$ cat config.mk
export PLATFORM = sky130hd
export DESIGN_NAME = dual_irq_router
export DESIGN_NICKNAME = d
export VERILOG_FILES = /design/src/rtl/intc_pkg.sv /design/src/rtl/intc_src_sample.sv /design/src/rtl/intc_cfg_regs.sv /design/src/rtl/intc_route.sv /design/src/rtl/dual_irq_router.sv
export SDC_FILE = /design/constraint.sdc
export NUM_CORES = 1
export LEC_CHECK = 0
export BUFFER_PORTS_ARGS = -buffer_cell sky130_fd_sc_hd__clkbuf_2
export CORE_MARGIN = 4
export CORE_UTILIZATION = 40
export DETAILED_ROUTE_END_ITERATION = 6
export PLACE_DENSITY = 0.69
export REMOVE_ABC_BUFFERS = 1
export SYNTH_ARGS = -nofsm -noshare
export SYNTH_HDL_FRONTEND = slang
export SYNTH_HIERARCHICAL = 1
export SYNTH_SLANG_ARGS = --single-unit
$ cat constraint.sdc
create_clock -name clk -period 4.2 [get_ports clk]
set_input_delay 1.26 -clock clk [delete_from_list [all_inputs] [get_ports clk]]
set_output_delay 1.26 -clock clk [all_outputs]
set_load 0.02 [all_outputs]
$ cat src/rtl/intc_pkg.sv
`timescale 1ns/1ps
// Shared constants for the dual-output interrupt router.
// Assumes a 32-bit data path and word-aligned byte offsets.
package intc_pkg;
    localparam int DATA_W = 32;
    localparam int ADDR_W = 5;
    // Positions that have a real source behind them.
    localparam logic [DATA_W-1:0] SRC_VALID = 32'hFFFE_7F00;
    localparam logic [ADDR_W-1:0] OFF_NPEND = 5'h00;
    localparam logic [ADDR_W-1:0] OFF_MASK  = 5'h04;
    localparam logic [ADDR_W-1:0] OFF_LEVEL = 5'h08;
    localparam logic [ADDR_W-1:0] OFF_FPEND = 5'h0C;
    localparam logic [ADDR_W-1:0] OFF_RAW   = 5'h10;
    localparam logic [ADDR_W-1:0] OFF_CTRL  = 5'h14;
endpackage

$ cat src/rtl/intc_src_sample.sv
`timescale 1ns/1ps
// Registers the request lines once per clock and drops reserved positions.
// Assumes the lines are already synchronous to clk.
module intc_src_sample #(
    parameter int W = 32,
    parameter logic [W-1:0] VALID = '1
) (
    input  logic         clk,
    input  logic         rst_n,
    input  logic [W-1:0] src_i,
    output logic [W-1:0] src_q
);
    // Capture the valid source lines every cycle.
    always_ff @(posedge clk) begin
        if (!rst_n) src_q <= '0;
        else        src_q <= src_i & VALID;
    end

    AST_SRC_RSVD: assert property (@(posedge clk) disable iff (!rst_n)
        (src_q & ~VALID) == '0);
    AST_SRC_FOLLOW: assert property (@(posedge clk) disable iff (!rst_n)
        $past(rst_n) |-> src_q == ($past(src_i) & VALID));
endmodule

$ cat src/rtl/intc_cfg_regs.sv
`timescale 1ns/1ps
// Holds the software-written enable, steering and control registers.
// Assumes one write per cycle. Reserved bits are never stored.
module intc_cfg_regs
    import intc_pkg::*;
(
    input  logic              clk,
    input  logic              rst_n,
    input  logic [ADDR_W-1:0] bus_addr,
    input  logic              bus_wr,
    input  logic [DATA_W-1:0] bus_wdata,
    output logic [DATA_W-1:0] mask_q,
    output logic [DATA_W-1:0] level_q,
    output logic              ctrl_q
);
    // Update whichever writable register the offset selects.
    always_ff @(posedge clk) begin
        if (!rst_n) begin
            mask_q  <= '0;
            level_q <= '0;
            ctrl_q  <= 1'b0;
        end else if (bus_wr) begin
            if (bus_addr == OFF_MASK)  mask_q  <= bus_wdata & SRC_VALID;
            if (bus_addr == OFF_LEVEL) level_q <= bus_wdata & SRC_VALID;
            if (bus_addr == OFF_CTRL)  ctrl_q  <= bus_wdata[0];
        end
    end

    AST_MASK_WRITE: assert property (@(posedge clk) disable iff (!rst_n)
        (bus_wr && bus_addr == OFF_MASK) |=> mask_q == ($past(bus_wdata) & SRC_VALID));
    AST_RO_WRITE: assert property (@(posedge clk) disable iff (!rst_n)
        (bus_wr && bus_addr != OFF_MASK && bus_addr != OFF_LEVEL && bus_addr != OFF_CTRL)
        |=> ($stable(mask_q) && $stable(level_q) && $stable(ctrl_q)));
endmodule

$ cat src/rtl/intc_route.sv
`timescale 1ns/1ps
// Splits enabled sources between the two outputs and forms the wake request.
// Purely combinational. Inputs come from registers in the sibling modules.
module intc_route #(
    parameter int W = 32
) (
    input  logic         clk,
    input  logic         rst_n,
    input  logic [W-1:0] src_q,
    input  logic [W-1:0] mask_q,
    input  logic [W-1:0] level_q,
    input  logic         ctrl_q,
    input  logic         idle_i,
    output logic [W-1:0] norm_pend,
    output logic [W-1:0] fast_pend,
    output logic         irq_o,
    output logic         fiq_o,
    output logic         wake_o
);
    logic [W-1:0] gated;

    // Per-source gating and steering.
    for (genvar i = 0; i < W; i++) begin : g_bit
        assign gated[i]     = src_q[i] & mask_q[i];
        assign norm_pend[i] = gated[i] & ~level_q[i];
        assign fast_pend[i] = gated[i] &  level_q[i];
    end

    // Output requests and idle wake qualification.
    always_comb begin
        irq_o  = |norm_pend;
        fiq_o  = |fast_pend;
        wake_o = idle_i & (ctrl_q ? |gated : |src_q);
    end

    AST_MASK_BLOCK: assert property (@(posedge clk) disable iff (!rst_n)
        (mask_q == '0) |-> (!irq_o && !fiq_o));
    AST_ONE_OUTPUT: assert property (@(posedge clk) disable iff (!rst_n)
        (norm_pend & fast_pend) == '0);
    AST_WAKE_IDLE: assert property (@(posedge clk) disable iff (!rst_n)
        !idle_i |-> !wake_o);
    AST_WAKE_SRC: assert property (@(posedge clk) disable iff (!rst_n)
        wake_o |-> (src_q != '0));
endmodule

$ cat src/rtl/dual_irq_router.sv
`timescale 1ns/1ps
// Top of the dual-output interrupt router: sampling, configuration,
// steering and the read-back multiplexer. Reads are combinational.
module dual_irq_router
    import intc_pkg::*;
(
    input  logic              clk,
    input  logic              rst_n,
    input  logic [DATA_W-1:0] src_i,
    input  logic [ADDR_W-1:0] bus_addr,
    input  logic              bus_wr,
    input  logic [DATA_W-1:0] bus_wdata,
    output logic [DATA_W-1:0] bus_rdata,
    output logic              irq_o,
    output logic              fiq_o,
    input  logic              idle_i,
    output logic              wake_o
);
    logic [DATA_W-1:0] src_q, mask_q, level_q, norm_pend, fast_pend;
    logic              ctrl_q;

    intc_src_sample #(.W(DATA_W), .VALID(SRC_VALID)) u_sample (
        .clk(clk), .rst_n(rst_n), .src_i(src_i), .src_q(src_q));

    intc_cfg_regs u_cfg (
        .clk(clk), .rst_n(rst_n), .bus_addr(bus_addr), .bus_wr(bus_wr),
        .bus_wdata(bus_wdata), .mask_q(mask_q), .level_q(level_q), .ctrl_q(ctrl_q));

    intc_route #(.W(DATA_W)) u_route (
        .clk(clk), .rst_n(rst_n), .src_q(src_q), .mask_q(mask_q),
        .level_q(level_q), .ctrl_q(ctrl_q), .idle_i(idle_i),
        .norm_pend(norm_pend), .fast_pend(fast_pend),
        .irq_o(irq_o), .fiq_o(fiq_o), .wake_o(wake_o));

    // Select the register view addressed on the bus.
    always_comb begin
        case (bus_addr)
            OFF_NPEND: bus_rdata = norm_pend;
            OFF_MASK:  bus_rdata = mask_q;
            OFF_LEVEL: bus_rdata = level_q;
            OFF_FPEND: bus_rdata = fast_pend;
            OFF_RAW:   bus_rdata = src_q;
            OFF_CTRL:  bus_rdata = {{(DATA_W-1){1'b0}}, ctrl_q};
            default:   bus_rdata = '0;
        endcase
    end

    AST_RDATA_RSVD: assert property (@(posedge clk) disable iff (!rst_n)
        (bus_addr != OFF_CTRL) |-> (bus_rdata & ~SRC_VALID) == '0);
    AST_IRQ_HAS_SRC: assert property (@(posedge clk) disable iff (!rst_n)
        (irq_o || fiq_o) |-> (src_q & mask_q) != '0);
endmodule

---- Yosys cells after proc, flatten, opt, wreduce, memory -nomap -nowiden ----
Index checks and enable logic that the tools add are counted.
cells by class
  bitwise gates (word level) .............. 89
  equal/unequal tests ..................... 5
  multiplexer cells ....................... 2
  reduce and logical (&&, ||, !) cells .... 8
operator list
  kind                  count
  $pmux W32 S6          1
  $and A1 B1 Y1         67
  $reduce_or A22 Y1     3
  $reduce_or A32 Y1     1
  $not A1 Y1            22
  $eq A5 B4 Y1 const B  2
  $eq A5 B5 Y1 const B  2
  $reduce_and A2 Y1     3
  $eq A5 B3 Y1 const B  1
  $logic_not A5 Y1      1
  $mux W1               1
storage, ports and cells
  bits in registers ....................... 77
  input bits .............................. 73
  output and inout port bits .............. 35
  logic and storage cells ................. 109

---- Longest topological paths before layout ----
Gate-level depths: netlist of run 1.
  depth in word-level cells ............... 4
  mapped depth ............................ 7
  depth with buffers taken out ............ 6

---- Modules after synthesis ----
The synthesis of run 1 kept the hierarchy.
by module, submodules not included
  module           cells an instance  instances  area an instance (µm²)  sequential area each (µm²)
  intc_cfg_regs    197                1          1889.3                  900.9
  dual_irq_router  167                1          1306.3                  0.0
  intc_route       156                1          915.9                   0.0
  intc_src_sample  57                 1          699.4                   440.4

---- Worst setup path after synthesis of run 1 ----
Ideal clock, no wire load.
  path type ............................... input-to-output
  from .................................... in bus_addr[4]
  to ...................................... out bus_rdata[10]
  arrival time ............................ 2.496 ns
  cell stages on the path ................. 5
  buffers on the path ..................... 2
  data required time ...................... 2.940 ns
  path slack .............................. 0.444 ns
  cells stage by stage .................... clkbuf_1 -> nor3_2 -> nand2_2 -> buf_6 -> o22ai_1
on the way
  longest elaborated chain between the ends .. 2
  elaborated cells between the ends (all ways) .. 7
  those cells by class .................... eq/ne: 5; mux: 1; reduce/logical: 1
ends and longest elaborated chain
  element                                     RTL line               text
  start: declaration                          dual_irq_router.sv:10  input logic [ADDR_W-1:0] bus_addr,
  $eq A5 B5 Y1, or another cell as far along  dual_irq_router.sv:37  case (bus_addr)
  $pmux W32 S6 *                              dual_irq_router.sv:37
  end: declaration                            dual_irq_router.sv:13  output logic [DATA_W-1:0] bus_rdata,
Every way passes the cells marked *; elsewhere a longest branch is shown, timed or not.

---- Final worst setup path of run 1 ----
  from .................................... in bus_addr[1]
  to ...................................... out bus_rdata[17]
Same word-level chain as after synthesis.

==> results of run 1 <==
[per-layer routing]
layer / part of all wire / wire length [um] / vias to the layer above / track usage
met5: 0 / 0 / - / 0
met4: 0.028 / 382 / 0 / 0.0755
met3: 0.061 / 819 / 36 / 0.0485
met2: 0.49 / 6580 / 160 / 0.339
met1: 0.42 / 5720 / 2044 / 0.240
li1: - / - / 2160 / -
[metrics by stage]
| step | hold WS [ns] | setup slack, ns | instance area (um2) | std cells | power (W) |
|---|---|---|---|---|---|
| 3_3_place_gp | 0.465 | 0.211 | 5160 | 775 | 0.000878 |
| 4_1_cts | 0.489 | 0.226 | 5460 | 791 | 0.00163 |
| 3_5_place_dp | 0.481 | 0.229 | 5160 | 775 | 0.000883 |
| 5_1_grt | 0.517 | 0.157 | 5460 | 791 | 0.00170 |
| 6_report | 0.491 | 0.222 | 5460 | 791 | 0.00163 |
| 2_1_floorplan | 0.454 | 0.386 | 4490 | 540 | 0.000787 |
[where the power goes]
group          leakage, nW  switching, W  internal, W
combinational         2.09      0.000126    0.0000866
clock                0.145      0.000279     0.000472
sequential           0.546     0.0000162     0.000651
total                 2.78      0.000421      0.00121
[cell families after synthesis]
logic type / after synthesis / synth area share
AO/OA/AOI/OAI: 67 / 0.0939
AND/OR/NAND/NOR: 262 / 0.295
flip-flops: 67 / 0.279
other: 2 / 0.00156
multiplexers: 101 / 0.233
buffers and inverters: 78 / 0.0983
[worst max-delay path by stage]
stage,cells after the start,slack (ns),endpoint,from
2_1_floorplan,3,0.39,bus_rdata[14],bus_addr[2]
3_3_place_gp,5,0.21,bus_rdata[17],bus_addr[1]
3_5_place_dp,5,0.23,bus_rdata[17],bus_addr[1]
4_1_cts,5,0.23,bus_rdata[17],bus_addr[1]
5_1_grt,5,0.16,bus_rdata[17],bus_addr[1]
6_report,5,0.22,bus_rdata[17],bus_addr[1]
[registers in the layout (all words and copies together), names as in the netlist]
name            flops
u_sample/src_q     22
u_cfg/level_q      22
u_cfg/mask_q       22
u_cfg/ctrl_q        1
[tightest hold or removal path, delay by kind of cell (launching register included)]
family,cells,cell delay (ns)
AND/OR/NAND/NOR,1,0.06
multiplexers,1,0.06
flip-flops,1,0.33
[cell type report]
cell class / count / area [um2] / area share
Clock buffer: 11 / 243 / 0.0445
Clock inverter: 5 / 52.6 / 0.00963
Inverter: 13 / 48.8 / 0.00894
Multi-Input combinational cell: 460 / 3100 / 0.568
Sequential cell: 67 / 1340 / 0.246
Tap cell: 143 / 179 / 0.0328
Timing Repair Buffer: 92 / 493 / 0.0903
[placed cells by master (no fill, tap or decap), drive strengths merged]
master,n
nand2,104
mux2i,93
clkbuf,89
dfxtp,67
nor2,46
and3,33
conb,30
o22ai,27
a31oi,24
and2,22
nor4,21
buf,14
inv,13
nand4,13
nand3b,13
a22o,8
mux4,8
o2111ai,4
clkinv,3
o21ai,2
nor2b,2
or3,2
nor3,2
nand3,1
a21bo,1
nor3b,1
clkinvlp,1
bufinv,1
nor4b,1
or2,1
o31ai,1
==> impl_metrics.prom, run 1 <==
# TYPE chip_impl_metric gauge
chip_impl_info{name="status",value="completed"} 1
chip_impl_metric{name="ys_warn_count",unit=""} 6
chip_impl_metric{name="max-cap-violations",unit=""} 0
chip_impl_info{name="yosys-top-cells-count",value="nand2_1, mux2i_1, dfxtp_1, nor2_1, buf_4"} 1
chip_impl_info{name="timing.critical_path.cells",value="clkbuf_2 -> or3_1 -> nor3b_4 -> a22o_1 -> clkbuf_2"} 1
chip_impl_info{name="worst_path_most_repeated_cell",value="clkbuf_2"} 1
chip_impl_metric{name="pin_count_of_the_biggest_net_entering_global_routing",unit=""} 49
chip_impl_metric{name="max_stage_delay",unit="ns"} 0.45
chip_impl_info{name="r2r-start",value="u_cfg/ctrl_q$_SDFFE_PN0P_"} 1
chip_impl_metric{name="fp-row-count",unit=""} 39
chip_impl_metric{name="detailed_place_hpwl",unit="mm"} 9.97
chip_impl_info{name="critPathSlowestCell",value="nor3b_4"} 1
chip_impl_info{name="worst_setup_path_end_kind",value="output port"} 1
chip_impl_metric{name="fin_skew",unit="ns"} 0
chip_impl_metric{name="cts_buffers",unit=""} 9
chip_impl_metric{name="rr_worst_depth",unit=""} 2
chip_impl_metric{name="postSynthRegisterBits",unit=""} 67
chip_impl_metric{name="cts-root-to-sink-buffers",unit=""} 2
chip_impl_metric{name="route.detailed.wl_per_inst",unit="um"} 17.1
chip_impl_metric{name="clock_latency",unit="ns"} 0.34
chip_impl_info{name="clockRootBuffer",value="clkbuf_16"} 1
chip_impl_info{name="ys_dominant_reg_cell",value="dfxtp_1"} 1
chip_impl_metric{name="yosysTopAreaCellShare",unit=""} 0.279
chip_impl_info{name="critical_path_class",value="input port to output port"} 1
chip_impl_metric{name="grt_pass1_wl",unit="mm"} 22.3
chip_impl_metric{name="filler_cell_count",unit=""} 1151
chip_impl_metric{name="timing.final.setup_violations",unit=""} 0
chip_impl_metric{name="die_h",unit="um"} 118
chip_impl_metric{name="slew_headroom",unit=""} 0.427
chip_impl_info{name="synth_top_cells_by_area",value="dfxtp_1, mux2i_1, nand2_1"} 1
chip_impl_metric{name="post_cts.repair.setup_buffers",unit=""} 0
chip_impl_metric{name="die_area",unit="um2"} 13800
chip_impl_metric{name="overflow",unit=""} 0
chip_impl_metric{name="max_slew.worst_pin.slew",unit="ns"} 0.857
chip_impl_metric{name="tritoncts_num_sinks",unit=""} 67
chip_impl_metric{name="timing.hold.worst_path_depth",unit=""} 2
chip_impl_metric{name="cts.htree.levels",unit=""} 3
chip_impl_metric{name="shortest_clock_period_the_worst_path_allows_after_layout",unit="ns"} 3.98
chip_impl_metric{name="clk_slew_on_worst_s_h_paths",unit="ns"} 0.06
chip_impl_metric{name="final-hold-violation-count",unit=""} 0
chip_impl_metric{name="cp_data_required_time",unit="ns"} 2.94
chip_impl_metric{name="buffer_ports.inserted",unit=""} 79
chip_impl_info{name="start_kind",value="input port"} 1
chip_impl_metric{name="initial_core_util",unit=""} 0.414
chip_impl_metric{name="number_of_global_route_vias_before_repair",unit=""} 4408
chip_impl_metric{name="syn_area",unit="um2"} 4810
chip_impl_metric{name="hold_fix_buffers_at_cts",unit=""} 0
chip_impl_metric{name="share_of_the_clock_period_used_by_the_worst_path_after_layout",unit=""} 0.947
chip_impl_metric{name="nets",unit=""} 716
chip_impl_metric{name="n_antenna_cell",unit=""} 0
chip_impl_metric{name="routed_wirelength",unit="mm"} 13.5
chip_impl_metric{name="timing.fmax",unit="MHz"} 251
chip_impl_metric{name="grt.total_usage",unit=""} 0.198
chip_impl_info{name="regToRegEndpoint",value="u_cfg/ctrl_q$_SDFFE_PN0P_"} 1
chip_impl_metric{name="synth_cell_type_count",unit=""} 39
chip_impl_info{name="cts_tree",value="yes"} 1
chip_impl_metric{name="drive_above_1_share",unit=""} 0.230
chip_impl_metric{name="die_w",unit="um"} 118
chip_impl_metric{name="post_synthesis_async_set_or_reset_flop_share",unit=""} 0
chip_impl_metric{name="route.vias.total",unit=""} 4400
chip_impl_metric{name="dr.pass1.iters",unit=""} 7
chip_impl_info{name="most_numerous_cell_in_the_yosys_netlist",value="nand2_1"} 1
chip_impl_info{name="holdCritStartpoint",value="u_cfg/level_q[24]$_SDFFE_PN0P_"} 1
chip_impl_metric{name="path_max_fanout",unit=""} 8
chip_impl_info{name="rsz_0062_raised_after_global_routing",value="false"} 1
chip_impl_metric{name="synth-edff-count",unit=""} 0
chip_impl_metric{name="grt_antenna_before_repair",unit=""} 0
chip_impl_info{name="hold_path_end",value="u_cfg/level_q[24]$_SDFFE_PN0P_"} 1
chip_impl_metric{name="leakage",unit="nW"} 2.78
chip_impl_metric{name="arrival",unit="ns"} 2.72
chip_impl_metric{name="r2r_setup_slack",unit="ns"} 3.47
chip_impl_metric{name="syn_inst",unit=""} 577
chip_impl_metric{name="synthesis.area_per_instance",unit="um2"} 8.34
chip_impl_metric{name="setup_tns_after_final_layout",unit="ns"} 0
chip_impl_metric{name="postRouteAntennaNets",unit=""} 0
chip_impl_metric{name="post_cts_resized",unit=""} 0
chip_impl_metric{name="power_density",unit="nW/um2"} 299
chip_impl_metric{name="post_drt_via_cell_ratio",unit=""} 5.56
chip_impl_metric{name="io_pins",unit=""} 108
chip_impl_metric{name="final_util",unit=""} 0.470
chip_impl_metric{name="sequential_cell_area_fraction_in_the_yosys_report",unit=""} 0.279
chip_impl_metric{name="residual_drc_count",unit=""} 0
chip_impl_info{name="hold_crit_class",value="flop to flop"} 1
chip_impl_metric{name="critPathBufInv",unit=""} 2
chip_impl_info{name="crit_family",value="simple AND/OR/NAND/NOR gates"} 1
chip_impl_metric{name="placeableCoreArea",unit="um2"} 11600
chip_impl_metric{name="layout-area-overhead-vs-synth",unit="%"} 13.5
chip_impl_metric{name="detail_route.iter0.violations",unit=""} 303
chip_impl_metric{name="report.final.slew_viol_count",unit=""} 0
chip_impl_info{name="post-synth-top-area-cell",value="dfxtp_1"} 1
chip_impl_metric{name="gp_congestion",unit=""} 0.883
chip_impl_metric{name="largest_voltage_drop_on_the_vdd_net",unit="mV"} 0.174
Power figures use the tool's default switching activity.
==> inputs of run 2 (changes only) <==
--- a/config.mk
+++ b/config.mk
@@ -9,9 +9,8 @@
 export CORE_MARGIN = 4
 export CORE_UTILIZATION = 40
 export DETAILED_ROUTE_END_ITERATION = 6
-export PLACE_DENSITY = 0.69
+export PLACE_DENSITY = 0.71
 export REMOVE_ABC_BUFFERS = 1
 export SYNTH_ARGS = -nofsm -noshare
 export SYNTH_HDL_FRONTEND = slang
-export SYNTH_HIERARCHICAL = 1
 export SYNTH_SLANG_ARGS = --single-unit
==> impl_metrics.prom, run 2 <==
# TYPE chip_impl_metric gauge
chip_impl_info{name="status",value="completed"} 1
chip_impl_metric{name="die_area",unit="um2"} 10900
chip_impl_metric{name="ys_warn_count",unit=""} 0
chip_impl_info{name="synth_top_family_by_area",value="simple AND/OR/NAND/NOR gates"} 1
chip_impl_metric{name="buffer_ports.inserted",unit=""} 79
chip_impl_metric{name="multi_input_area",unit="um2"} 2130
chip_impl_metric{name="synthesis.area_per_instance",unit="um2"} 7.60
chip_impl_metric{name="max-cap-violations",unit=""} 0
chip_impl_info{name="post-synth-top-area-cell",value="dfxtp_1"} 1
chip_impl_metric{name="rr_worst_depth",unit=""} 2
chip_impl_metric{name="largest_voltage_drop_on_the_vdd_net",unit="mV"} 0.210
chip_impl_metric{name="die_w",unit="um"} 104
chip_impl_info{name="yosys-top-cells-count",value="nand2_1, dfxtp_1, a21boi_0, and2_1, a21oi_1"} 1
chip_impl_metric{name="setup_tns_after_final_layout",unit="ns"} 0
chip_impl_metric{name="filler_cell_count",unit=""} 889
chip_impl_info{name="critPathSlowestCell",value="clkbuf_2"} 1
chip_impl_metric{name="pin_count_of_the_biggest_net_entering_global_routing",unit=""} 68
chip_impl_metric{name="post_drt_via_cell_ratio",unit=""} 5.54
chip_impl_info{name="rsz_0062_raised_after_global_routing",value="false"} 1
chip_impl_metric{name="dr.pass1.iters",unit=""} 5
chip_impl_metric{name="synth-edff-count",unit=""} 0
chip_impl_metric{name="grt.total_usage",unit=""} 0.195
chip_impl_metric{name="n_antenna_cell",unit=""} 0
chip_impl_metric{name="path_max_fanout",unit=""} 23
chip_impl_metric{name="number_of_global_route_vias_before_repair",unit=""} 3369
chip_impl_metric{name="nets",unit=""} 634
chip_impl_metric{name="layout-area-overhead-vs-synth",unit="%"} 17.0
chip_impl_metric{name="timing.hold.worst_path_depth",unit=""} 2
chip_impl_metric{name="post-route-cell-area",unit="um2"} 4350
chip_impl_metric{name="timing.final.setup_violations",unit=""} 0
chip_impl_metric{name="post_cts.repair.setup_buffers",unit=""} 0
chip_impl_metric{name="initial_core_util",unit=""} 0.418
chip_impl_metric{name="syn_inst",unit=""} 489
chip_impl_metric{name="seq_area",unit="um2"} 1340
chip_impl_metric{name="finish.cell_count_without_fillers",unit=""} 674
chip_impl_metric{name="placeableCoreArea",unit="um2"} 8890
chip_impl_metric{name="max_stage_delay",unit="ns"} 0.33
chip_impl_metric{name="tritoncts_num_sinks",unit=""} 67
chip_impl_metric{name="placed_cell_count",unit=""} 658
chip_impl_metric{name="synth.area.mux_share",unit=""} 0.00269
chip_impl_metric{name="leakage",unit="nW"} 1.65
chip_impl_metric{name="die_h",unit="um"} 104
chip_impl_info{name="hold_crit_class",value="flop to flop"} 1
chip_impl_metric{name="cts.htree.levels",unit=""} 3
chip_impl_metric{name="residual_drc_count",unit=""} 0
chip_impl_metric{name="routed_wirelength",unit="mm"} 10.9
chip_impl_info{name="synth_top_cells_by_area",value="dfxtp_1, nand2_1, a21boi_0"} 1
chip_impl_metric{name="postSynthRegisterBits",unit=""} 67
chip_impl_metric{name="grt_pass1_wl",unit="mm"} 17.4
chip_impl_info{name="ys_dominant_reg_cell",value="dfxtp_1"} 1
chip_impl_metric{name="report.final.slew_viol_count",unit=""} 0
chip_impl_metric{name="fin_skew",unit="ns"} 0
chip_impl_metric{name="share_of_the_clock_period_used_by_the_worst_path_after_layout",unit=""} 0.929
chip_impl_metric{name="route.vias.total",unit=""} 3732
chip_impl_metric{name="detailed_place_hpwl",unit="mm"} 8.16
chip_impl_metric{name="sequential_cell_area_fraction_in_the_yosys_report",unit=""} 0.361
chip_impl_info{name="reg_top3",value="u_cfg.level_q (22), u_cfg.mask_q (22), u_sample.src_q (22)"} 1
chip_impl_metric{name="route.detailed.wl_per_inst",unit="um"} 16.2
chip_impl_metric{name="yosys.area_share.adder",unit=""} 0
chip_impl_metric{name="arrival",unit="ns"} 2.64
chip_impl_metric{name="detail_route.iter0.violations",unit=""} 270
chip_impl_metric{name="grt_antenna_before_repair",unit=""} 0
chip_impl_info{name="cts_tree",value="yes"} 1
chip_impl_metric{name="cts_buffers",unit=""} 9
chip_impl_metric{name="cp_data_required_time",unit="ns"} 2.94
chip_impl_info{name="worst_setup_path_end_kind",value="output port"} 1
chip_impl_metric{name="final-hold-violation-count",unit=""} 0
chip_impl_info{name="worst_path_most_repeated_cell",value="clkbuf_2"} 1
chip_impl_metric{name="gp_congestion",unit=""} 0.930
chip_impl_metric{name="post_synthesis_async_set_or_reset_flop_share",unit=""} 0
chip_impl_info{name="layout.cells.most_common_list",value="nand2_1, clkbuf_2, dfxtp_1"} 1
chip_impl_info{name="hold_path_end",value="u_cfg.level_q[9]$_SDFFE_PN0P_"} 1
chip_impl_metric{name="synth_compound_gate_area_share",unit=""} 0.260
chip_impl_metric{name="post_synth_xor_area_fraction",unit=""} 0
chip_impl_info{name="regToRegEndpoint",value="u_cfg.mask_q[31]$_SDFFE_PN0P_"} 1
chip_impl_metric{name="syn_area",unit="um2"} 3710
chip_impl_metric{name="critPathBufInv",unit=""} 2
chip_impl_info{name="holdCritStartpoint",value="u_cfg.level_q[9]$_SDFFE_PN0P_"} 1
chip_impl_metric{name="postRouteAntennaNets",unit=""} 0
chip_impl_info{name="clockRootBuffer",value="clkbuf_8"} 1
chip_impl_metric{name="dpl-instance-area",unit="um2"} 4140
chip_impl_info{name="most_numerous_cell_in_the_yosys_netlist",value="nand2_1"} 1
chip_impl_metric{name="r2r_setup_slack",unit="ns"} 3.43
chip_impl_info{name="crit_family",value="simple AND/OR/NAND/NOR gates"} 1
chip_impl_metric{name="max_slew.worst_pin.slew",unit="ns"} 1.07
chip_impl_info{name="timing.critical_path.cells",value="clkbuf_2 -> nor2b_4 -> and2_4 -> a221o_1 -> clkbuf_2"} 1
chip_impl_metric{name="post_cts_resized",unit=""} 0
chip_impl_metric{name="io_pins",unit=""} 108
chip_impl_metric{name="power_density",unit="nW/um2"} 310
chip_impl_metric{name="drive_above_1_share",unit=""} 0.194
chip_impl_info{name="critical_path_class",value="input port to output port"} 1
chip_impl_info{name="layout.cells.most_common",value="nand2_1"} 1
chip_impl_metric{name="overflow",unit=""} 0
chip_impl_metric{name="slew_headroom",unit=""} 0.287
chip_impl_metric{name="hold_fix_buffers_at_cts",unit=""} 0
chip_impl_metric{name="clock_latency",unit="ns"} 0.34
chip_impl_metric{name="yosysTopAreaCellShare",unit=""} 0.361
chip_impl_metric{name="clk_slew_on_worst_s_h_paths",unit="ns"} 0.07
chip_impl_metric{name="cts-root-to-sink-buffers",unit=""} 2
chip_impl_metric{name="timing.fmax",unit="MHz"} 256
chip_impl_metric{name="synth_cell_type_count",unit=""} 39
chip_impl_metric{name="shortest_clock_period_the_worst_path_allows_after_layout",unit="ns"} 3.90
chip_impl_metric{name="fp-row-count",unit=""} 34
chip_impl_info{name="r2r-start",value="u_cfg.mask_q[31]$_SDFFE_PN0P_"} 1
chip_impl_metric{name="synth_simple_gate_area_frac",unit=""} 0.300
chip_impl_info{name="start_kind",value="input port"} 1
[run 2: cell types whose count changed after synthesis, moves of 21 or more]
| cell | change |
|---|---|
| a21boi_0 | +35 |
| and2_1 | +25 |
| mux2i_1 | -92 |
| a21oi_1 | +23 |
| nor2_1 | -29 |
| buf_4 | -21 |
[run 2: per-stage QoR]
step	total power [W]	util	worst slack, ns	hold WS, ns
floorplan	0.000731	-	0.280	0.451
global placement	0.000798	0.466	0.360	0.472
detailed placement	0.000801	0.466	0.342	0.486
CTS	0.00135	0.489	0.337	0.497
global route	0.00139	0.489	0.262	0.531
finish	0.00135	0.489	0.298	0.498
[run 2: kinds of logic (layout without fill, tap and decap cells)]
family,count (synthesis),after routing
multiplexers,1,1
AND/OR/NAND/NOR,233,233
AO/OA/AOI/OAI,136,136
buffers and inverters,51,120
flip-flops,67,67
other,1,9
[run 2: tightest hold or removal path: stages, from the launching register on]
cell and delay [ns]:
dfxtp_1 0.32, nand2_1 0.05, a21boi_0 0.07
[run 2: worst max-delay path by stage]
stage | from | to | slack, ns | depth (start not counted)
6_report | bus_addr[2] | bus_rdata[23] | 0.30 | 5
5_1_grt | bus_addr[2] | bus_rdata[14] | 0.26 | 5
4_1_cts | bus_addr[2] | bus_rdata[23] | 0.34 | 5
3_5_place_dp | bus_addr[2] | bus_rdata[18] | 0.34 | 5
3_3_place_gp | bus_addr[2] | bus_rdata[18] | 0.36 | 5
2_1_floorplan | bus_addr[1] | bus_rdata[13] | 0.28 | 3
[run 2: layout make-up]
| class | instances | area share |
|---|---|---|
| repair buffers | 92 | 0.113 |
| clock inverters | 3 | 0.0107 |
| clock buffers | 13 | 0.0366 |
| multi-input cells | 379 | 0.489 |
| inverters | 12 | 0.0104 |
| flip-flops and latches | 67 | 0.309 |
| well taps | 108 | 0.0311 |
[run 2: report_power, final]
group          switching, W  internal, W  leakage, nW  total (W)
Clock              0.000248     0.000308       0.0998   0.000557
Sequential        0.0000218     0.000650        0.546   0.000671
Combinational     0.0000669    0.0000508         1.01   0.000118
[run 2: per-layer routing]
metal / routed length (um) / GRT usage / up-vias
met1: 5080 / 0.265 / 1739
met2: 5050 / 0.312 / 138
met4: 78 / 0.0532 / 0
met3: 722 / 0.0428 / 9
met5: 0 / 0 / -
li1: - / - / 1846
==> inputs of run 3 (changes only) <==
--- a/config.mk
+++ b/config.mk
@@ -5,12 +5,15 @@
 export SDC_FILE = /design/constraint.sdc
 export NUM_CORES = 1
 export LEC_CHECK = 0
+export ABC_AREA = 1
 export BUFFER_PORTS_ARGS = -buffer_cell sky130_fd_sc_hd__clkbuf_2
 export CORE_MARGIN = 4
 export CORE_UTILIZATION = 40
+export CTS_BUF_LIST = sky130_fd_sc_hd__clkbuf_4
 export DETAILED_ROUTE_END_ITERATION = 6
 export PLACE_DENSITY = 0.71
 export REMOVE_ABC_BUFFERS = 1
+export SLEW_MARGIN = 20
 export SYNTH_ARGS = -nofsm -noshare
 export SYNTH_HDL_FRONTEND = slang
 export SYNTH_SLANG_ARGS = --single-unit
==> impl_metrics.prom, run 3 <==
# TYPE chip_impl_metric gauge
chip_impl_metric{name="clk_slew_on_worst_s_h_paths",unit="ns"} 0.11
chip_impl_metric{name="detail_route.iter0.violations",unit=""} 223
chip_impl_info{name="clockRootBuffer",value="clkbuf_4"} 1
chip_impl_metric{name="postSynthRegisterBits",unit=""} 67
chip_impl_metric{name="rr_worst_depth",unit=""} 4
chip_impl_metric{name="die_h",unit="um"} 108
chip_impl_metric{name="postRouteAntennaNets",unit=""} 0
chip_impl_metric{name="cts_buffers",unit=""} 9
chip_impl_info{name="timing.critical_path.cells",value="clkbuf_2 -> nor2_4 -> nand4_1 -> buf_4 -> nor2_1 -> a21oi_1 -> nand2_1 -> clkbuf_2"} 1
chip_impl_metric{name="sequential_cell_area_fraction_in_the_yosys_report",unit=""} 0.335
chip_impl_metric{name="cp.depth",unit=""} 8
chip_impl_metric{name="nets",unit=""} 840
chip_impl_metric{name="place_ws",unit="ns"} 0.300
chip_impl_metric{name="layout-area-overhead-vs-synth",unit="%"} 15.1
chip_impl_metric{name="finish.cell_count_without_fillers",unit=""} 905
chip_impl_metric{name="arrival",unit="ns"} 2.68
chip_impl_metric{name="placed_cell_count",unit=""} 889
chip_impl_metric{name="post_cts.repair.setup_buffers",unit=""} 0
chip_impl_metric{name="grt.total_usage",unit=""} 0.192
chip_impl_metric{name="yosysTopAreaCellShare",unit=""} 0.335
chip_impl_metric{name="post-route-worst-setup-slack",unit="ns"} 0.260
chip_impl_metric{name="buffer_ports.inserted",unit=""} 79
chip_impl_metric{name="max_slew.worst_pin.slew",unit="ns"} 0.705
chip_impl_metric{name="max-cap-violations",unit=""} 0
chip_impl_metric{name="routed_wirelength",unit="mm"} 10.8
chip_impl_info{name="start_kind",value="input port"} 1
chip_impl_metric{name="multi_input_area",unit="um2"} 2020
chip_impl_info{name="crit_end",value="bus_rdata[20]"} 1
chip_impl_metric{name="timing.final.setup_violations",unit=""} 0
chip_impl_metric{name="synth-edff-count",unit=""} 0
chip_impl_info{name="ys_dominant_reg_cell",value="dfxtp_1"} 1
chip_impl_metric{name="grt_pass1_wl",unit="mm"} 17.6
chip_impl_metric{name="clock_latency",unit="ns"} 0.42
chip_impl_info{name="r2r-start",value="u_cfg.mask_q[31]$_SDFFE_PN0P_"} 1
chip_impl_info{name="layout.cells.most_common",value="nand2_1"} 1
chip_impl_info{name="post-synth-top-area-cell",value="dfxtp_1"} 1
chip_impl_metric{name="path_max_fanout",unit=""} 19
chip_impl_info{name="layout.cells.most_common_list",value="nand2_1, nor2_1, inv_1"} 1
chip_impl_metric{name="r2r_setup_slack",unit="ns"} 3.50
chip_impl_info{name="synth_top_cells_by_area",value="dfxtp_1, nand2_1, nor2_1"} 1
chip_impl_metric{name="route.detailed.wl_per_inst",unit="um"} 12.0
chip_impl_metric{name="share_of_the_clock_period_used_by_the_worst_path_after_layout",unit=""} 0.938
chip_impl_metric{name="groute.layer.met2.usage",unit=""} 0.310
chip_impl_metric{name="ys_warn_count",unit=""} 0
chip_impl_metric{name="pin_count_of_the_biggest_net_entering_global_routing",unit=""} 47
chip_impl_metric{name="detailed_place_hpwl",unit="mm"} 7.86
chip_impl_info{name="worst_setup_path_end_kind",value="output port"} 1
chip_impl_metric{name="slew_headroom",unit=""} 0.529
chip_impl_metric{name="post_drt_via_cell_ratio",unit=""} 4.59
chip_impl_info{name="global_route.peak_usage_layer",value="met2"} 1
chip_impl_metric{name="cp_data_required_time",unit="ns"} 2.94
chip_impl_metric{name="die_area",unit="um2"} 11700
chip_impl_info{name="status",value="completed"} 1
chip_impl_info{name="regToRegEndpoint",value="u_cfg.mask_q[31]$_SDFFE_PN0P_"} 1
chip_impl_metric{name="number_of_global_route_vias_before_repair",unit=""} 3800
chip_impl_metric{name="gp_congestion",unit=""} 0.854
chip_impl_metric{name="tritoncts_num_sinks",unit=""} 67
chip_impl_metric{name="max_stage_delay",unit="ns"} 0.31
chip_impl_metric{name="placeableCoreArea",unit="um2"} 9770
chip_impl_metric{name="critPathBufInv",unit=""} 3
chip_impl_info{name="most_numerous_cell_in_the_yosys_netlist",value="nand2_1"} 1
chip_impl_metric{name="post_cts_resized",unit=""} 0
chip_impl_metric{name="largest_voltage_drop_on_the_vdd_net",unit="mV"} 0.124
chip_impl_metric{name="cts.htree.levels",unit=""} 3
chip_impl_metric{name="met3_usage",unit=""} 0.0346
chip_impl_metric{name="io_pins",unit=""} 108
chip_impl_metric{name="total_power",unit="W"} 0.00116
chip_impl_metric{name="grt_antenna_before_repair",unit=""} 0
chip_impl_metric{name="final-hold-violation-count",unit=""} 0
chip_impl_metric{name="drive_above_1_share",unit=""} 0.152
chip_impl_info{name="crit_path_start",value="bus_addr[1]"} 1
chip_impl_metric{name="syn_area",unit="um2"} 4010
chip_impl_metric{name="overflow",unit=""} 0
chip_impl_info{name="crit_family",value="simple AND/OR/NAND/NOR gates"} 1
chip_impl_metric{name="timing.fmax",unit="MHz"} 254
chip_impl_metric{name="filler_cell_count",unit=""} 1074
chip_impl_metric{name="report.final.slew_viol_count",unit=""} 0
chip_impl_info{name="hold_crit_class",value="flop to flop"} 1
chip_impl_metric{name="synth_cell_type_count",unit=""} 20
chip_impl_metric{name="initial_core_util",unit=""} 0.410
chip_impl_info{name="critPathSlowestCell",value="buf_4"} 1
chip_impl_info{name="cts_tree",value="yes"} 1
chip_impl_metric{name="leakage",unit="nW"} 2.60
chip_impl_metric{name="die_w",unit="um"} 108
chip_impl_metric{name="gr-usage-met1",unit=""} 0.257
chip_impl_metric{name="synthesis.area_per_instance",unit="um2"} 5.77
chip_impl_info{name="reg_top3",value="u_cfg.level_q (22), u_cfg.mask_q (22), u_sample.src_q (22)"} 1
chip_impl_metric{name="n_antenna_cell",unit=""} 0
chip_impl_metric{name="post_synthesis_async_set_or_reset_flop_share",unit=""} 0
chip_impl_info{name="worst_path_most_repeated_cell",value="clkbuf_2"} 1
chip_impl_metric{name="shortest_clock_period_the_worst_path_allows_after_layout",unit="ns"} 3.94
chip_impl_metric{name="dr.pass1.iters",unit=""} 5
chip_impl_metric{name="cts-root-to-sink-buffers",unit=""} 2
chip_impl_metric{name="fp-row-count",unit=""} 36
chip_impl_metric{name="power_density",unit="nW/um2"} 252
chip_impl_metric{name="hold_fix_buffers_at_cts",unit=""} 0
chip_impl_metric{name="syn_inst",unit=""} 694
chip_impl_metric{name="final_util",unit=""} 0.471
chip_impl_info{name="yosys-top-cells-count",value="nand2_1, nor2_1, inv_1, dfxtp_1, a21oi_1"} 1
chip_impl_metric{name="seq_area",unit="um2"} 1340
chip_impl_info{name="rsz_0062_raised_after_global_routing",value="false"} 1
chip_impl_metric{name="route.vias.total",unit=""} 4150
chip_impl_metric{name="setup_tns_after_final_layout",unit="ns"} 0
chip_impl_metric{name="fin_skew",unit="ns"} 0
chip_impl_metric{name="residual_drc_count",unit=""} 0
chip_impl_info{name="critical_path_class",value="input port to output port"} 1
## run 3: cell count changes in the layout (fill, tap and decap cells not counted), moves of 31 or more
| cell | change |
|---|---|
| a21boi_0 | -35 |
| and2_1 | -31 |
| inv_1 | +110 |
| nand2_1 | +63 |
| nor2_1 | +121 |
| o21ai_1 | +40 |
## run 3: final cells by class
cell class | count | area share
Timing Repair Buffer | 92 | 0.107
Inverter | 127 | 0.103
Multi-Input combinational cell | 470 | 0.438
Clock inverter | 5 | 0.00652
Clock buffer | 11 | 0.0179
Tap cell | 133 | 0.0361
Sequential cell | 67 | 0.291
## run 3: cell families (layout without fill, tap and decap cells)
kind of cell,after synthesis,in the layout,synth area share
AOI/OAI and AO/OA,90,90,0.112
buffers and inverters,165,235,0.169
DFF,67,67,0.335
other,1,9,0.000936
and+or+nand+nor,371,371,0.383
## run 3: per-stage QoR
| stage | area (um2) | hold WS, ns |
|---|---|---|
| 2_1_floorplan | 3840 | 0.451 |
| 3_3_place_gp | 4500 | 0.469 |
| 3_5_place_dp | 4500 | 0.478 |
| 4_1_cts | 4610 | 0.493 |
| 5_1_grt | 4610 | 0.507 |
| 6_report | 4610 | 0.492 |
## run 3: power breakdown
part / internal (W) / switching, W
logic: 0.0000447 / 0.0000857
clock network: 0.000132 / 0.000237
registers: 0.000652 / 0.0000118
## run 3: per-layer routing
layer  share of wire  up-vias  wire length [um]
met3           0.063       18               681
met1            0.47     1771              5100
li1                -     2241                 -
met4           0.020        0               215
met5               0        -                 0
met2            0.45      120              4820
## run 3: worst min path at each step
stage                                   start                        endpoint  depth (start not counted)
2_1_floorplan  u_cfg.level_q[10]$_SDFFE_PN0P_  u_cfg.level_q[10]$_SDFFE_PN0P_                          2
6_report       u_cfg.level_q[22]$_SDFFE_PN0P_  u_cfg.level_q[22]$_SDFFE_PN0P_                          2
5_1_grt        u_cfg.level_q[11]$_SDFFE_PN0P_  u_cfg.level_q[11]$_SDFFE_PN0P_                          2
3_5_place_dp   u_cfg.level_q[10]$_SDFFE_PN0P_  u_cfg.level_q[10]$_SDFFE_PN0P_                          2
3_3_place_gp   u_cfg.level_q[10]$_SDFFE_PN0P_  u_cfg.level_q[10]$_SDFFE_PN0P_                          2
4_1_cts        u_cfg.level_q[11]$_SDFFE_PN0P_  u_cfg.level_q[11]$_SDFFE_PN0P_                          2
## run 3: tightest hold or removal path: stages, from the launching register on
cell and delay [ns]:
dfxtp_1 0.34, inv_1 0.07, a21oi_1 0.05
